## config.mk

```make
export PLATFORM = sky130hd
export DESIGN_NAME = link_pattern_gen
export DESIGN_NICKNAME = d
export VERILOG_FILES = /design/src/rtl/link_pg_pkg.sv /design/src/rtl/link_pg_cfg.sv /design/src/rtl/link_pg_lane.sv /design/src/rtl/link_pattern_gen.sv
export SDC_FILE = /design/constraint.sdc
export NUM_CORES = 2
export LEC_CHECK = 0
export BUFFER_PORTS_ARGS = -buffer_cell sky130_fd_sc_hd__buf_2
export CAP_MARGIN = 20
export CORE_UTILIZATION = 55
export CTS_BUF_LIST = sky130_fd_sc_hd__clkbuf_16
export CTS_CLUSTER_SIZE = 14
export DETAILED_ROUTE_END_ITERATION = 10
export PLACE_DENSITY = 0.82
export RECOVER_POWER = 50
export SYNTH_ARGS = -nofsm -noshare
export SYNTH_HDL_FRONTEND = slang
export SYNTH_SLANG_ARGS = --single-unit
```

## constraint.sdc

```tcl
create_clock -name clk_i -period 35.3 [get_ports clk_i]
set_clock_uncertainty 0.1 [all_clocks]
set_input_delay 7.06 -clock clk_i [delete_from_list [all_inputs] [get_ports clk_i]]
set_output_delay 7.06 -clock clk_i [all_outputs]
set_load 0.005 [all_outputs]
```

## src/rtl/link_pg_pkg.sv

```systemverilog
package link_pg_pkg;
  typedef enum logic [1:0] {
    MODE_ACTIVE = 2'd0,
    MODE_TRN_A  = 2'd1,
    MODE_TRN_B  = 2'd2,
    MODE_TEST   = 2'd3
  } mode_e;

  localparam logic [2:0] SRC_TRN_A  = 3'd0;
  localparam logic [2:0] SRC_TRN_B  = 3'd1;
  localparam logic [2:0] SRC_PRBS   = 3'd2;
  localparam logic [2:0] SRC_CUSTOM = 3'd3;
  localparam logic [2:0] SRC_SQUARE = 3'd4;

  localparam logic [31:0] TRN_A_WORD = 32'h5555_5555;
  localparam logic [31:0] TRN_B_WORD = 32'h3C3C_3C3C;

  // {length-1, tap-1}
  function automatic logic [9:0] prbs_taps(input logic [2:0] ord);
    case (ord)
      3'd1:    return {5'd8,  5'd4};
      3'd2:    return {5'd10, 5'd8};
      3'd3:    return {5'd14, 5'd13};
      3'd4:    return {5'd22, 5'd17};
      3'd5:    return {5'd30, 5'd27};
      default: return {5'd6,  5'd5};
    endcase
  endfunction
endpackage

```

## src/rtl/link_pg_cfg.sv

```systemverilog
module link_pg_cfg #(
  parameter int LANES    = 4,
  parameter int AW       = 5,
  parameter int DW       = 32,
  parameter int CHUNKS   = 11,
  parameter int CHUNK_W  = 24,
  parameter int SQ_W     = 8,
  parameter int CUST_BASE = 16,
  localparam int SEL_W   = 3 * LANES,
  localparam int PAT_W   = CHUNKS * CHUNK_W
) (
  input  logic               clk_i,
  input  logic               rst_ni,
  input  logic               we_i,
  input  logic [AW-1:0]      addr_i,
  input  logic [DW-1:0]      wdata_i,
  output logic [1:0]         mode_o,
  output logic [1:0]         lane_cnt_o,
  output logic [SEL_W-1:0]   src_o,
  output logic [SEL_W-1:0]   ord_o,
  output logic [SQ_W-1:0]    width_o,
  output logic [PAT_W-1:0]   custom_o
);
  always_ff @(posedge clk_i or negedge rst_ni) begin
    if (!rst_ni) begin
      mode_o     <= '0;
      lane_cnt_o <= '0;
      src_o      <= '0;
      ord_o      <= '0;
      width_o    <= '0;
      custom_o   <= '0;
    end else if (we_i) begin
      if (addr_i == AW'(0)) begin
        mode_o     <= wdata_i[1:0];
        lane_cnt_o <= wdata_i[5:4];
      end
      if (addr_i == AW'(1)) begin
        src_o <= wdata_i[SEL_W-1:0];
        ord_o <= wdata_i[2*SEL_W-1:SEL_W];
      end
      if (addr_i == AW'(2)) width_o <= wdata_i[SQ_W-1:0];
      for (int i = 0; i < CHUNKS; i++)
        if (addr_i == AW'(CUST_BASE + i))
          custom_o[i*CHUNK_W +: CHUNK_W] <= wdata_i[CHUNK_W-1:0];
    end
  end
endmodule

```

## src/rtl/link_pg_lane.sv

```systemverilog
module link_pg_lane
  import link_pg_pkg::*;
#(
  parameter int W     = 32,
  parameter int PAT_W = 264,
  parameter int SQ_W  = 8
) (
  input  logic             clk_i,
  input  logic             rst_ni,
  input  logic             restart_i,
  input  logic [2:0]       src_i,
  input  logic [2:0]       ord_i,
  input  logic [SQ_W-1:0]  width_i,
  input  logic [PAT_W-1:0] custom_i,
  output logic [W-1:0]     word_o
);
  logic [30:0]     lfsr_q, lfsr_nxt;
  logic [W-1:0]    prbs_word;
  logic [PAT_W-1:0] pat_q;
  logic [SQ_W:0]   sq_cnt_q, sq_lim;
  logic [9:0]      taps;

  assign taps = prbs_taps(ord_i);

  always_comb begin
    logic [30:0] s;
    logic        fb;
    s = lfsr_q;
    prbs_word = '0;
    for (int b = 0; b < W; b++) begin
      fb = s[taps[9:5]] ^ s[taps[4:0]];
      prbs_word[b] = fb;
      s = {s[29:0], fb};
    end
    lfsr_nxt = s;
  end

  assign sq_lim = (width_i == '0) ? (SQ_W+1)'(1) : {1'b0, width_i};

  always_ff @(posedge clk_i or negedge rst_ni) begin
    if (!rst_ni) begin
      lfsr_q   <= '1;
      pat_q    <= '0;
      sq_cnt_q <= '0;
    end else if (restart_i) begin
      lfsr_q   <= '1;
      pat_q    <= custom_i;
      sq_cnt_q <= '0;
    end else begin
      lfsr_q   <= lfsr_nxt;
      pat_q    <= {pat_q[W-1:0], pat_q[PAT_W-1:W]};
      sq_cnt_q <= (sq_cnt_q >= (sq_lim << 1) - 1'b1) ? '0 : sq_cnt_q + 1'b1;
    end
  end

  always_comb begin
    case (src_i)
      SRC_TRN_A:  word_o = TRN_A_WORD;
      SRC_TRN_B:  word_o = TRN_B_WORD;
      SRC_PRBS:   word_o = prbs_word;
      SRC_CUSTOM: word_o = pat_q[W-1:0];
      SRC_SQUARE: word_o = (sq_cnt_q < sq_lim) ? '1 : '0;
      default:    word_o = '0;
    endcase
  end
endmodule

```

## src/rtl/link_pattern_gen.sv

```systemverilog
module link_pattern_gen
  import link_pg_pkg::*;
#(
  parameter int LANES   = 4,
  parameter int W       = 32,
  parameter int AW      = 5,
  parameter int CHUNKS  = 11,
  parameter int CHUNK_W = 24,
  parameter int SQ_W    = 8,
  localparam int SEL_W  = 3 * LANES,
  localparam int PAT_W  = CHUNKS * CHUNK_W
) (
  input  logic               clk_i,
  input  logic               rst_ni,
  input  logic               cfg_we_i,
  input  logic [AW-1:0]      cfg_addr_i,
  input  logic [31:0]        cfg_wdata_i,
  input  logic [LANES*W-1:0] link_data_i,
  output logic [LANES*W-1:0] lane_data_o
);
  logic [1:0]       mode_q, lane_cnt_q;
  logic [SEL_W-1:0] src_q, ord_q;
  logic [SQ_W-1:0]  width_q;
  logic [PAT_W-1:0] custom_q;

  link_pg_cfg #(
    .LANES(LANES), .AW(AW), .DW(32), .CHUNKS(CHUNKS),
    .CHUNK_W(CHUNK_W), .SQ_W(SQ_W), .CUST_BASE(16)
  ) cfg_i (
    .clk_i(clk_i), .rst_ni(rst_ni), .we_i(cfg_we_i),
    .addr_i(cfg_addr_i), .wdata_i(cfg_wdata_i),
    .mode_o(mode_q), .lane_cnt_o(lane_cnt_q), .src_o(src_q),
    .ord_o(ord_q), .width_o(width_q), .custom_o(custom_q)
  );

  for (genvar l = 0; l < LANES; l++) begin : g_lane
    logic [W-1:0] gen_word, nxt;

    link_pg_lane #(.W(W), .PAT_W(PAT_W), .SQ_W(SQ_W)) lane_i (
      .clk_i(clk_i), .rst_ni(rst_ni), .restart_i(cfg_we_i),
      .src_i(src_q[3*l +: 3]), .ord_i(ord_q[3*l +: 3]),
      .width_i(width_q), .custom_i(custom_q), .word_o(gen_word)
    );

    always_comb begin
      case (mode_q)
        MODE_ACTIVE: nxt = link_data_i[l*W +: W];
        MODE_TRN_A:  nxt = TRN_A_WORD;
        MODE_TRN_B:  nxt = TRN_B_WORD;
        default:     nxt = gen_word;
      endcase
      if (int'(lane_cnt_q) < l) nxt = '0;
    end

    always_ff @(posedge clk_i or negedge rst_ni) begin
      if (!rst_ni) lane_data_o[l*W +: W] <= '0;
      else         lane_data_o[l*W +: W] <= nxt;
    end
  end
endmodule

```

# Word level (Yosys, flattened, before mapping)
# Index checks and enable logic that the tools add are counted.
word_totals:
  ff_bits: 1644
  wordCells: 804
  out_inout_bits: 128
  input_bits: 168
op_classes:
  eq_ne: 51
  order_cmp: 19
  reduce_logical: 21
  n_addsub: 5
  n_mux: 548
  bitwise: 128
op_table:
  columns: ["operator", "count"]
  rows:
  - ["1-bit binary-select mux with 5-bit select", 256]
  - ["264-bit 2-to-1 mux", 4]
  - ["32-bit case mux with 5 select lines", 4]
  - ["32-bit case mux with 3 select lines", 4]
  - ["1-bit 2-to-1 mux", 256]
  - ["32-bit 2-to-1 mux", 7]
  - ["10-bit case mux with 5 select lines", 4]
  - ["1-bit bitwise XOR", 128]
  - ["31-bit 2-to-1 mux", 4]
  - ["9-bit 2-to-1 mux", 8]
  - ["5-bit == test (second input constant)", 11]
  - ["3-bit by 2-bit == test with 1-bit output (second input constant)", 16]
  - ["5-bit by 6-bit less-than comparator with 1-bit output (second input constant)", 8]
  - ["9-bit by 1-bit adder with 9-bit output (second input constant)", 4]
  - ["3-bit == test (second input constant)", 12]
  - ["9-bit greater-or-equal comparator", 4]
  - ["2-bit AND reduction", 14]
  - ["9-bit less-than comparator", 3]
  - ["3-bit by 1-bit == test with 1-bit output (second input constant)", 8]
  - ["3-bit logical NOT", 4]
  - ["9-bit by 8-bit less-than comparator with 1-bit output", 1]
  - ["9-bit by 1-bit subtractor with 9-bit output (second input constant)", 1]
  - ["8-bit logical NOT", 1]
  - ["8-bit 2-to-1 mux", 1]
  - ["8 further kinds", 9]

# Depth between registers and ports, before layout
logic_depth:
  depth_word: 101
  depth_mapped: 65
  mapped_depth_nobuf: 53

# By module
# From an unflattened synthesis, not the netlist that was laid out.
unflattened:
  cells_unflattened: 8265
  hier_area_um2: 89558.4
modules_own_cells:
  columns: ["mod", "cells_each", "area_per_inst_um2", "n_inst", "seq_area_each_um2"]
  rows:
  - ["link_pg_lane (g_lane[1].lane_i)", 1809, 18617.9, 1, 7646.1]
  - ["link_pg_lane (g_lane[0].lane_i)", 1796, 18295.0, 1, 7646.1]
  - ["link_pg_lane (g_lane[2].lane_i)", 1707, 17807.1, 1, 7646.1]
  - ["link_pg_lane (g_lane[3].lane_i)", 1717, 17689.5, 1, 7646.1]
  - ["link_pg_cfg", 675, 11259.5, 1, 7507.2]
  - ["link_pattern_gen", 561, 5889.4, 1, 3203.1]

# Worst setup path after synthesis
# Ideal clock, no wire load.
synth_timing:
  path_type: "reg2reg"
  start: "reg cfg_i.ord_o[4]"
  end: "reg lane_data_o[62]"
  setup_slack_ns: 21.273
  required_ns: 35.113
  path_stages_with_launch: 63
  path_buffers: 9
  arrival_ns: 13.840
  cell_sequence: "dfrtp_1 -> buf_2 -> inv_1 -> ha_1 -> buf_6 -> and4bb_1 -> buf_6 -> buf_6 -> mux2i_1 -> mux2i_1 -> a32oi_1 -> and3_1 -> o21ai_1 -> a31oi_2 -> buf_6 -> mux2_4 -> nand2_1 -> a221oi_2 -> [... 27 more ...] -> o21a_1 -> o21a_1 -> o311ai_2 -> buf_4 -> a21oi_2 -> or3_4 -> a211o_1 -> mux2_2 -> a2111oi_0 -> o311a_1 -> mux2_1 -> a311oi_1 -> o211a_1 -> o211ai_1 -> a21oi_2 -> xnor2_1 -> a31o_1 -> a211oi_2"
synth_between:
  elab_chain_len: 98
  elab_cells_between_ends: 164
  classes_between: "5 x eq/ne; 128 x mux; 31 x bitwise"
synth_rtl:
  columns: ["item", "line_no", "rtl"]
  rows:
  - ["start, declared", "link_pg_cfg.sv:20", "output logic [SEL_W-1:0] ord_o,"]
  - ["start signal, assigned", "link_pg_cfg.sv:39", "ord_o <= wdata_i[2*SEL_W-1:SEL_W];"]
  - ["3-bit == test, or another cell as far along", "link_pg_pkg.sv:20", "case (ord)"]
  - ["10-bit case mux with 5 select lines *", "link_pg_pkg.sv:20", null]
  - ["1-bit binary-select mux with 5-bit select", "link_pg_lane.sv:31", "fb = s[taps[9:5]] ^ s[taps[4:0]];"]
  - ["1-bit 2-to-1 mux (implied by the code)", "link_pg_lane.sv:31", null]
  - ["1-bit bitwise XOR", "link_pg_lane.sv:31", null]
  - ["1-bit binary-select mux with 5-bit select", "link_pg_lane.sv:31", null]
  - ["1-bit 2-to-1 mux (implied by the code)", "link_pg_lane.sv:31", null]
  - ["1-bit bitwise XOR", "link_pg_lane.sv:31", null]
  - ["[... 83 more ...]", null, null]
  - ["1-bit bitwise XOR", "link_pg_lane.sv:31", null]
  - ["1-bit binary-select mux with 5-bit select", "link_pg_lane.sv:31", null]
  - ["1-bit 2-to-1 mux (implied by the code)", "link_pg_lane.sv:31", null]
  - ["1-bit bitwise XOR *", "link_pg_lane.sv:31", null]
  - ["32-bit case mux with 5 select lines *", "link_pg_lane.sv:57", "case (src_i)"]
  - ["32-bit case mux with 3 select lines *", "link_pattern_gen.sv:46", "case (mode_q)"]
  - ["32-bit 2-to-1 mux *", "link_pattern_gen.sv:52", "if (int'(lane_cnt_q) < l) nxt = '0;"]
  - ["via g_lane[1].nxt[30]", "link_pattern_gen.sv:37", "logic [W-1:0] gen_word, nxt;"]
  - ["end signal, assigned by index", "link_pattern_gen.sv:57", "else lane_data_o[l*W +: W] <= nxt;"]
  - ["end, declared", "link_pattern_gen.sv:19", "output logic [LANES*W-1:0] lane_data_o"]
# Mark *: on every way through the listed nets, which the timed path passes. The rest lies on a longest branch. The select of a mux whose other input is x is not followed.
# A chain may end at the register's enable or synchronous reset.

# Worst setup path in the final report
layout_timing:
  start: "reg cfg_i.ord_o[1]"
  end: "reg lane_data_o[31]"
layout_between:
  elab_chain_len: 100
  elab_cells_between_ends: 168
  classes_between: "5 x eq/ne; 131 x mux; 32 x bitwise"
layout_rtl:
  columns: ["item", "line_no"]
  rows:
  - ["3-bit == test, or another cell as far along", "link_pg_pkg.sv:20"]
  - ["10-bit case mux with 5 select lines *", "link_pg_pkg.sv:20"]
  - ["1-bit binary-select mux with 5-bit select", "link_pg_lane.sv:31"]
  - ["1-bit 2-to-1 mux (implied by the code)", "link_pg_lane.sv:31"]
  - ["1-bit bitwise XOR", "link_pg_lane.sv:31"]
  - ["1-bit binary-select mux with 5-bit select", "link_pg_lane.sv:31"]
  - ["1-bit 2-to-1 mux (implied by the code)", "link_pg_lane.sv:31"]
  - ["1-bit bitwise XOR", "link_pg_lane.sv:31"]
  - ["[... 85 more ...]", null]
  - ["1-bit 2-to-1 mux (implied by the code)", "link_pg_lane.sv:31"]
  - ["1-bit bitwise XOR", "link_pg_lane.sv:31"]
  - ["1-bit binary-select mux with 5-bit select", "link_pg_lane.sv:31"]
  - ["1-bit 2-to-1 mux (implied by the code)", "link_pg_lane.sv:31"]
  - ["1-bit bitwise XOR *", "link_pg_lane.sv:31"]
  - ["32-bit case mux with 5 select lines *", "link_pg_lane.sv:57"]
  - ["32-bit case mux with 3 select lines *", "link_pattern_gen.sv:46"]
  - ["via g_lane[0].nxt[31]", "link_pattern_gen.sv:37"]
# Marks and branches as above.

==> results.py <==
metrics = {
    "finish": {
        "finish.cell_count_without_fillers": 12600,
        "finish.utilization_pct": 60.7,
        "drive_gt1_share_pct": 15.0,
        "layout_commonest_cell": "sky130_fd_sc_hd__dfrtp_1",
        "most-common-layout-cells": "sky130_fd_sc_hd__dfrtp_1 (1518), sky130_fd_sc_hd__o21ai_0 (1509), sky130_fd_sc_hd__inv_1 (1165)",
        "layout-area-overhead-vs-synth_pct": 8.97,
        "nFillCells": 13200,
        "final_net_count": 10500,
        "final_design_area_no_fill_um2": 99200,
    },
    "clock_network": {
        "tritoncts_clock_tree": "built",
        "cts.root.buffer_cell": "sky130_fd_sc_hd__clkbuf_16",
        "h-tree-depth": 4,
        "insertion_delay_ps": 850,
        "cts-root-to-sink-buffers": 3,
        "cts.clk_slew.worst_paths_ps": 70,
        "post-cts-setup-buffer-count": 0,
        "cts-buffers-inserted": 162,
        "cts-hold-fix-buffers": 0,
        "ctsResizeCount": 0,
        "tritoncts_num_sinks": 1644,
    },
    "global_routing": {
        "grt_remaining_overflow": 0,
        "grt_start_max_net_pins": 193,
        "global_route_wire_length_before_repair_mm": 556,
        "first_global_vias": 80400,
        "antenna_found_initial": 51,
        "track_usage_pct": 45.5,
    },
    "die": {
        "io_pins": 296,
        "dieWidth_um": 409,
        "floorplan.initialDensity_pct": 55.7,
        "die_area_um2": 167000,
        "fp.coreArea_um2": 164000,
        "vert_die_dim_um": 409,
        "placement_rows": 148,
    },
    "sta": {
        "slew_headroom_pct": -514,
        "rsz0062_at_grt": "no",
        "final_hold_viol_count": 0,
        "fmax_mhz": 38.4,
        "max_slew.worst_pin.slew_ps": 9220,
        "period_needed_ps": 26060,
        "period_share_pct": 73.8,
        "setup-tns-final_ps": 0,
        "report.final.setup_viol": 0,
        "report.final.slew_viol_count": 2108,
    },
    "route": {
        "drtPass1Iterations": 8,
        "drtAntennaViolNets": 0,
        "route.vias.total": 83000,
        "route.detailed.drc": 0,
        "wire_per_inst_um": 30.8,
        "initialDrtViolationCount": 11500,
        "routed_wl_mm": 387,
        "post_drt_via_cell_ratio": 6.60,
    },
    "synthesis": {
        "synthFlopType": "sky130_fd_sc_hd__dfrtp_1",
        "yosys.area.top_type_share_pct": 41.8,
        "combined_area_of_all_synthesized_cells_um2": 91100,
        "avgSynthCellArea_um2": 8.91,
        "synth.net_count": 10500,
        "yosysUniqueCellTypes": 169,
        "netlist_top_cells_area": "sky130_fd_sc_hd__dfrtp_1 (42%), sky130_fd_sc_hd__o21ai_0 (8.3%), sky130_fd_sc_hd__inv_1 (4.6%), sky130_fd_sc_hd__nand2_1 (4.5%), sky130_fd_sc_hd__mux2_2 (4.3%)",
        "ys_warn_count": 0,
        "synthCells": 10200,
        "synth-async-reset-ratio_pct": 100,
        "ys_seq_elements": 1644,
        "synth-edff-count": 0,
        "post-synth-top-area-cell": "sky130_fd_sc_hd__dfrtp_1",
        "ys_seq_area_share_pct": 45.3,
    },
    "worst_setup_path": {
        "arrival_ps": 26630,
        "crit_type": "reg2reg",
        "timing.critical_path.from_type": "flop",
        "critical-path-max-stage-delay_ps": 2040,
        "critical_path.most_common_cell": "sky130_fd_sc_hd__o21ai_0",
        "worstPathRequired_ps": 35860,
        "cp_max_fo": 48,
        "timing.critical_path.slowest_stage_cell": "sky130_fd_sc_hd__clkbuf_1",
        "critical_path.endpoint_type": "flop",
    },
    "placement": {
        "placedInstanceArea_um2": 94200,
        "quantity_of_i_o_buffers_inserted_on_ports": 287,
        "place_congestion": 1.05,
        "detailedPlacementHpwl_mm": 270,
        "placedCellCount": 12300,
    },
    "run_status": {
        "failed_checks": "max-capacitance violations, max-slew violations",
        "outcome": "finished, violations left",
    },
    "min_path": {
        "worst_hold_path_type": "reg2reg",
    },
    "flow_run": {
        "number_of_violations_of_the_max_capacitance_limit": 37,
    },
}
## layout make-up
class                   instances  area (µm²)  share of cell area (%)
diodes                         15        37.5                  0.0378
flip-flops and latches       1644       41300                    41.6
clock inverters               129        1130                    1.14
inverters                    1130        4240                    4.27
multi-input cells            6754       42300                    42.7
clock buffers                 163        4080                    4.11
repair buffers                558        3390                    3.41
well taps                    2175        2720                    2.74
## cell families (layout without fill, tap and decap cells)
group / after synthesis / after routing / synth area share [%]
xor+xnor: 190 / 190 / 1.95
flops: 1644 / 1644 / 45.3
simple gates: 2622 / 2622 / 13.4
fa+ha+maj: 75 / 75 / 1.03
other cells: 0 / 15 / 0
mux: 676 / 676 / 8.18
buf+inv: 1823 / 1980 / 8.49
compound gates: 3191 / 3191 / 21.6
## stage by stage
step	setup slack, ps	hold slack [ps]
6_report	9240	353
5_1_grt	8400	380
4_1_cts	14980	351
3_5_place_dp	15040	384
3_3_place_gp	15290	380
2_1_floorplan	21270	363
## metal layers
layer	GRT usage [%]	routed length [µm]
met1	59.7	147000
met2	65.8	163000
met3	14.3	48500
met4	27.5	28100
met5	0	273
## synthesized netlist by cell type, drive strengths merged (104+ instances only)
| cell | number |
|---|---|
| clkbuf | 588 |
| nand3 | 139 |
| a221oi | 131 |
| a211oi | 143 |
| nand2 | 1091 |
| nor2 | 662 |
| mux2 | 362 |
| a21oi | 618 |
| nor3 | 160 |
| o21ai | 1560 |
| dfstp | 124 |
| xnor2 | 107 |
| buf | 104 |
| o211ai | 117 |
| dfrtp | 1520 |
| inv | 1128 |
| or2 | 109 |
| mux2i | 300 |
## worst max-delay path, delay by kind of cell, from the launching register on
| family | cells | cell delay, ps |
|---|---|---|
| flops | 1 | 580 |
| fa+ha+maj | 1 | 1920 |
| compound gates | 30 | 10380 |
| buf+inv | 7 | 5390 |
| mux | 4 | 1990 |
| simple gates | 10 | 3070 |
| xor+xnor | 4 | 2340 |
## flip-flops by register name, indices dropped and copies added (netlist names)
register,flops
g_lane.lane_i.pat_q,1056
cfg_i.custom_o,264
lane_data_o,128
g_lane.lane_i.lfsr_q,124
g_lane.lane_i.sq_cnt_q,36
cfg_i.ord_o,12
cfg_i.src_o,12
cfg_i.width_o,8
cfg_i.lane_cnt_o,2
cfg_i.mode_o,2
## final timing paths
kind | slack [ps] | cells after the start | to | startpoint
hold / removal | 350 | 2 | g_lane[2].lane_i.pat_q[138]$_DFF_PN0_ | g_lane[2].lane_i.pat_q[170]$_DFF_PN0_
min in group asynchronous | 9280 | 1 | lane_data_o[27]$_DFF_PN0_ | rst_ni
setup reg to reg | 9240 | 56 | lane_data_o[31]$_DFF_PN0_ | cfg_i.ord_o[1]$_DFFE_PN0P_
setup / recovery | 9240 | 56 | lane_data_o[31]$_DFF_PN0_ | cfg_i.ord_o[1]$_DFFE_PN0P_
max in group asynchronous | 11920 | 3 | lane_data_o[68]$_DFF_PN0_ | rst_ni
hold reg to reg | 350 | 2 | g_lane[2].lane_i.pat_q[138]$_DFF_PN0_ | g_lane[2].lane_i.pat_q[170]$_DFF_PN0_
Power is not shown: default switching activity piles up to over one toggle a cycle in this logic, so the estimate is an artifact.
